**src/rtl/hs_bridge_ctrl.sv**
```systemverilog
module hs_bridge_ctrl #(
  parameter int CLK_HZ  = 100_000_000,
  parameter int HANG_NS = 1000
) (
  input  logic clk,
  input  logic rst_n,
  input  logic hs_scl_i,
  input  logic hs_sda_i,
  input  logic ls_scl_i,
  input  logic ls_sda_i,
  output logic scl_join_o,
  output logic sda_join_o,
  output logic sda_hold_low_o,
  output logic hs_mode_o
);

  localparam int HANG_CYC = (CLK_HZ / 1000) * HANG_NS / 1_000_000;
  localparam int CW = $clog2(HANG_CYC + 1);
  localparam logic [CW-1:0] HANG_LAST = CW'(HANG_CYC - 1);
  localparam logic [4:0] CODE_TOP = 5'b00001;

  typedef enum logic [2:0] {
    ST_IDLE, ST_CODE, ST_ACK, ST_WAITLOW, ST_CUT, ST_PARK, ST_HS, ST_REJOIN
  } st_e;

  st_e st, nxt;

  logic [1:0] sy_hc, sy_hd, sy_lc, sy_ld;
  logic hc, hd, lc, ld, hc_d, hd_d;
  logic [2:0] bit_n;
  logic [6:0] sh;
  logic [CW-1:0] hang_cnt;
  logic hc_rise, hc_fall, start_c, stop_c, hang_hit, is_code;

  always_ff @(posedge clk or negedge rst_n) begin
    if (!rst_n) begin
      sy_hc <= 2'b11;
      sy_hd <= 2'b11;
      sy_lc <= 2'b11;
      sy_ld <= 2'b11;
      hc_d  <= 1'b1;
      hd_d  <= 1'b1;
    end else begin
      sy_hc <= {sy_hc[0], hs_scl_i};
      sy_hd <= {sy_hd[0], hs_sda_i};
      sy_lc <= {sy_lc[0], ls_scl_i};
      sy_ld <= {sy_ld[0], ls_sda_i};
      hc_d  <= hc;
      hd_d  <= hd;
    end
  end

  assign hc = sy_hc[1];
  assign hd = sy_hd[1];
  assign lc = sy_lc[1];
  assign ld = sy_ld[1];

  assign hc_rise = hc & ~hc_d;
  assign hc_fall = ~hc & hc_d;
  assign start_c = hc & hc_d & hd_d & ~hd;
  assign stop_c  = hc & hc_d & ~hd_d & hd;
  assign is_code = ({sh, hd} >> 3) == {3'b000, CODE_TOP};
  assign hang_hit = ~lc & (hang_cnt == HANG_LAST);

  always_ff @(posedge clk or negedge rst_n) begin
    if (!rst_n)
      hang_cnt <= '0;
    else if (lc)
      hang_cnt <= '0;
    else if (hang_cnt != HANG_LAST)
      hang_cnt <= hang_cnt + 1'b1;
  end

  always_ff @(posedge clk or negedge rst_n) begin
    if (!rst_n) begin
      bit_n <= '0;
      sh    <= '0;
    end else if (st != ST_CODE || start_c) begin
      bit_n <= '0;
    end else if (hc_rise) begin
      bit_n <= bit_n + 1'b1;
      sh    <= {sh[5:0], hd};
    end
  end

  always_comb begin
    nxt = st;
    case (st)
      ST_IDLE:    if (start_c) nxt = ST_CODE;
      ST_CODE: begin
        if (stop_c) nxt = ST_IDLE;
        else if (hc_rise && bit_n == 3'd7) nxt = is_code ? ST_ACK : ST_IDLE;
      end
      ST_ACK: begin
        if (stop_c) nxt = ST_IDLE;
        else if (start_c) nxt = ST_CODE;
        else if (hc_rise) nxt = hd ? ST_WAITLOW : ST_IDLE;
      end
      ST_WAITLOW: begin
        if (stop_c) nxt = ST_IDLE;
        else if (start_c) nxt = ST_CODE;
        else if (hc_fall) nxt = ST_CUT;
      end
      ST_CUT:     nxt = ST_PARK;
      ST_PARK:    if (hc && lc) nxt = ST_HS;
      ST_HS:      if (stop_c) nxt = ST_REJOIN;
      ST_REJOIN:  if (ld) nxt = ST_IDLE;
      default:    nxt = ST_IDLE;
    endcase
    if (hang_hit) nxt = ST_IDLE;
  end

  always_ff @(posedge clk or negedge rst_n) begin
    if (!rst_n) st <= ST_IDLE;
    else        st <= nxt;
  end

  assign scl_join_o     = (st != ST_HS);
  assign sda_join_o     = (st == ST_IDLE) || (st == ST_CODE) || (st == ST_ACK) || (st == ST_WAITLOW);
  assign sda_hold_low_o = (st == ST_PARK) || (st == ST_HS);
  assign hs_mode_o      = (st == ST_HS);

endmodule


```
**config.mk**
```make
export PLATFORM = sky130hd
export DESIGN_NAME = hs_bridge_ctrl
export DESIGN_NICKNAME = d
export VERILOG_FILES = /design/src/rtl/hs_bridge_ctrl.sv
export SDC_FILE = /design/constraint.sdc
export NUM_CORES = 1
export LEC_CHECK = 0
export BUFFER_PORTS_ARGS = -buffer_cell sky130_fd_sc_hd__buf_2
export CAP_MARGIN = 20
export CORE_MARGIN = 5
export CORE_UTILIZATION = 40
export DETAILED_ROUTE_END_ITERATION = 12
export PLACE_DENSITY = 0.65
export SLEW_MARGIN = 20
export SYNTH_ARGS = -nofsm -noshare
export SYNTH_HDL_FRONTEND = slang
export SYNTH_SLANG_ARGS = --single-unit
```
**constraint.sdc**
```tcl
create_clock -name clk -period 3.55 [get_ports clk]
set_clock_uncertainty 0.1 [all_clocks]
set_input_delay 0.8875 -clock clk [delete_from_list [all_inputs] [get_ports clk]]
set_output_delay 0.8875 -clock clk [all_outputs]
set_load 0.005 [all_outputs]
```
==> results.md <==
- The origin of the critical flop-to-flop path is st[0].
- The placed cell area is 1490 sq um.
- The number of CTS-inserted buffers is 5.
- In the synthesized netlist the async set-or-reset flop fraction comes to 100%.
- The post-cts repair resize count is 0.
- The number of global-route vias before repair is 959.
- Data arrives at the worst endpoint at 1.44 ns.
- The worst setup path is launched from a flip-flop.
- The die is 69.9 microns tall.
- The largest stage delay on the critical path is 0.57 ns.
- The core box area is 3420 sq um.
- The net count after synthesis is 136.
- The worst hold path cell count is 0.
- After synthesis the netlist holds a flip-flop and latch count of 30.
- The launch point of the worst hold path is sy_hc[0].
- Routability-driven placement finished with a final weighted congestion of 0.825.
- The number of flops mapped to enable cells by yosys is 0.
- The worst-case IR drop observed on VDD is 251 uV.
- TritonCTS built the clock tree.
- The worst setup path is captured at a primary output.
- The total leakage power is 0.000698 uW.
- Measured against its own limit, the worst slew margin works out to 57.6%.
- The number of setup violations in the final report is 0.
- The power density normalized to cell area is 642 nW/um^2.
- In the final routed layout, each cell accounts on average for 13.4 microns.
- The detailed router finished its first iteration with 32 violations.
- The most critical setup path has its startpoint at st[1].
- The maximum number of buffers from clock root to sink is 2.
- Summing the sequential cell areas from Yosys gives 53.1% of the chip area.
- The area added between synthesis and finish is 9.41%.
- At the later pin of the worst-skew pair, clock insertion delay measures 0.34 ns.
- The critical path goes through nor2b_1, and2_1, inv_1, buf_2.
- In the synthesized netlist the dominant register cell turns out to be sky130_fd_sc_hd__dfrtp_1.
- The tree is rooted in a sky130_fd_sc_hd__clkbuf_4.
- The post-layout net count is 145.
- The actual slew at the worst max-slew pin is 0.637 ns.
- The CTS clock-pin slew for the worst setup and hold paths is 0.10 ns.
- The first TritonRoute pass finished after 4 iterations.
- For this run, the total global-route usage over all layers was measured as 11.5%.
- The antenna cell count is 0.
- The DRC violation count after routing is 0.
- The instance count of the mapped netlist is 127.
- The number of antenna violations at the first check in global routing is 0.
- Entering global routing, the biggest net connects 31 pins.
- The worst setup path is of the reg2out kind.
- On the critical path, the stage with the largest delay is an instance of sky130_fd_sc_hd__dfrtp_1.
- Dividing the final minimum period by the clock period gives 68.3%.
- The total negative slack for setup checks is 0 ns.
- The first-pass GRT wire length is 4440 microns.
- Summing every instance area after synthesis gives 1440 sq um.
- Setup repair after global routing left no endpoint under its margin.
- The highest clock frequency the design can meet is 0.412 GHz.
- The clock period could shrink to 2.43 ns.
- The final count of hold timing violations is 0.
- The number of max-slew violations in the final report is 0.
- A synthesized cell averages 11.3 sq um.
- The floorplan step defined a die boundary enclosing 4890 sq um.
- The number of sinks driven by the clock tree is 30.
- The number of max-cap violations is 0.
- Wires add up to 2450 microns.
- After floorplanning, the core was divided into 21 placement rows.
- Detailed placement finished with a half-perimeter wire length of 1670 microns.
- Port buffering added 9 buffers.
- For this design, the CTS-stage hold fixing added 0 buffers.
- Dividing the detail-routed via count by the number of cells gives 5.31.
- Along the worst path, the maximum fanout reaches 12.
- The top-level I/O count is 10.
- The flow ran to the end, and the final reports show no timing, DRC or antenna violations.
- The effective utilization at floorplan is 42.1%.
- The worst hold path belongs to the class reg2reg.
- The number of H-tree levels is 2.
- The aggregate global routing overflow is 0.
- For this run, the number of Yosys warnings is 0.
- In this run the horizontal extent of the chip is 69.9 microns.
- The total vias in the final route is 972.
- At the worst endpoint, the required time is 2.56 ns.
- Yosys mapped the design onto 42 distinct sky130hd cell types.
- With fillers left out, the area of the finished cells amounts to 1570 sq um.
- The final antenna-violating net count is 0.
- The share of post-route cells with drive strength above 1 is 27.7%.
- The count of cells along the worst register-to-register path is 3.
- The post-CTS setup repair buffer count is 0.
==> cell usage after synthesis (2+ instances only) <==
master | instances | area [sq um]
sky130_fd_sc_hd__nand3_1 | 5 | 25.0
sky130_fd_sc_hd__xor2_1 | 4 | 35.0
sky130_fd_sc_hd__or4_1 | 2 | 15.0
sky130_fd_sc_hd__o21ai_1 | 2 | 10.0
sky130_fd_sc_hd__dfrtp_1 | 20 | 500
sky130_fd_sc_hd__nand2_1 | 12 | 45.0
sky130_fd_sc_hd__mux2_4 | 6 | 90.1
sky130_fd_sc_hd__mux2i_1 | 3 | 30.0
sky130_fd_sc_hd__o21ai_0 | 2 | 10.0
sky130_fd_sc_hd__nor2_1 | 6 | 22.5
sky130_fd_sc_hd__ha_1 | 3 | 37.5
sky130_fd_sc_hd__dfstp_2 | 10 | 263
sky130_fd_sc_hd__nor3_1 | 3 | 15.0
sky130_fd_sc_hd__a22oi_1 | 2 | 15.0
sky130_fd_sc_hd__buf_6 | 2 | 22.5
sky130_fd_sc_hd__and2_1 | 2 | 12.5
sky130_fd_sc_hd__inv_1 | 4 | 15.0
sky130_fd_sc_hd__or3_1 | 3 | 18.8
sky130_fd_sc_hd__o31ai_1 | 2 | 15.0
sky130_fd_sc_hd__a32oi_1 | 2 | 17.5
sky130_fd_sc_hd__nand2b_1 | 4 | 25.0
sky130_fd_sc_hd__buf_2 | 4 | 20.0
sky130_fd_sc_hd__a21oi_1 | 5 | 25.0
==> through the flow <==
step                power, uW  setup WS (ns)  hold WS, ns  utilization [%]  instances
floorplan                 709           1.71        0.245                -        127
global placement          754           1.52        0.245             43.7        175
detailed placement        761           1.50        0.247             43.7        175
CTS                      1020           1.11        0.260             46.0        183
global route             1090          0.966        0.265             46.0        183
finish                   1010           1.12        0.258             46.0        183
==> flip-flops by register name, indices dropped and copies added (netlist names) <==
signal and cells:
hc_d 1, sy_lc 2, sy_hc 2, hang_cnt 7, st 3, sy_hd 2
hd_d 1, sh 7, sy_ld 2, bit_n 3
==> metal layers <==
layer	vias up	part of all wire [%]	global-route usage, %
met1	467	47	14.2
met4	0	2.5	6.38
met3	6	7.2	4.30
met2	32	43	17.2
li1	467	-	-
met5	-	0	0
==> worst max-delay path, delay by kind of cell (launching register included) <==
family | cells | cell delay, ns
and+or+nand+nor | 2 | 0.38
DFF | 1 | 0.57
buffers and inverters | 2 | 0.16
==> path summary, 6_finish.rpt <==
check | endpoint | slack [ns]
min in group asynchronous | hang_cnt[0] | 0.46
setup / recovery | scl_join_o | 1.12
hold / removal | sy_hc[1] | 0.26
hold reg to reg | sy_hc[1] | 0.26
setup reg to reg | sh[1] | 1.55
max in group asynchronous | hang_cnt[1] | 2.46
==> logic make-up after synthesis <==
group | count (synthesis) | share of synthesized area, %
mux | 9 | 8.36
fa+ha+maj | 3 | 2.61
simple gates | 47 | 18.0
compound gates | 22 | 10.5
flops | 30 | 53.1
xor+xnor | 5 | 3.05
buf+inv | 11 | 4.27
==> placed cells by master (no fill, tap or decap), types with 3 or more instances in the layout <==
master / n
sky130_fd_sc_hd__dfrtp_1: 20
sky130_fd_sc_hd__nand2_1: 12
sky130_fd_sc_hd__dfstp_2: 10
sky130_fd_sc_hd__buf_2: 9
sky130_fd_sc_hd__nor2_1: 6
sky130_fd_sc_hd__mux2_4: 6
sky130_fd_sc_hd__a21oi_1: 5
sky130_fd_sc_hd__nand3_1: 5
sky130_fd_sc_hd__clkbuf_4: 5
sky130_fd_sc_hd__inv_1: 4
sky130_fd_sc_hd__xor2_1: 4
sky130_fd_sc_hd__nand2b_1: 4
sky130_fd_sc_hd__mux2i_1: 3
sky130_fd_sc_hd__or3_1: 3
sky130_fd_sc_hd__nor3_1: 3
sky130_fd_sc_hd__ha_1: 3
sky130_fd_sc_hd__clkbuf_8: 3
==> final cells by class <==
class | instances | area, sq um
tap | 46 | 57.6
multi-input combinational | 86 | 612
inverter | 4 | 15.0
timing repair buffer | 9 | 45.0
sequential | 30 | 763
fill | 325 | 1840
clock buffer | 8 | 78.8
==> report_power, final <==
| part | total, uW | switching, uW | internal (uW) |
|---|---|---|---|
| combinational | 278 | 124 | 154 |
| sequential | 477 | 76.9 | 400 |
| clock | 253 | 118 | 135 |
| total | 1010 | 319 | 689 |
No activity file was read; power rests on OpenSTA's default activity.
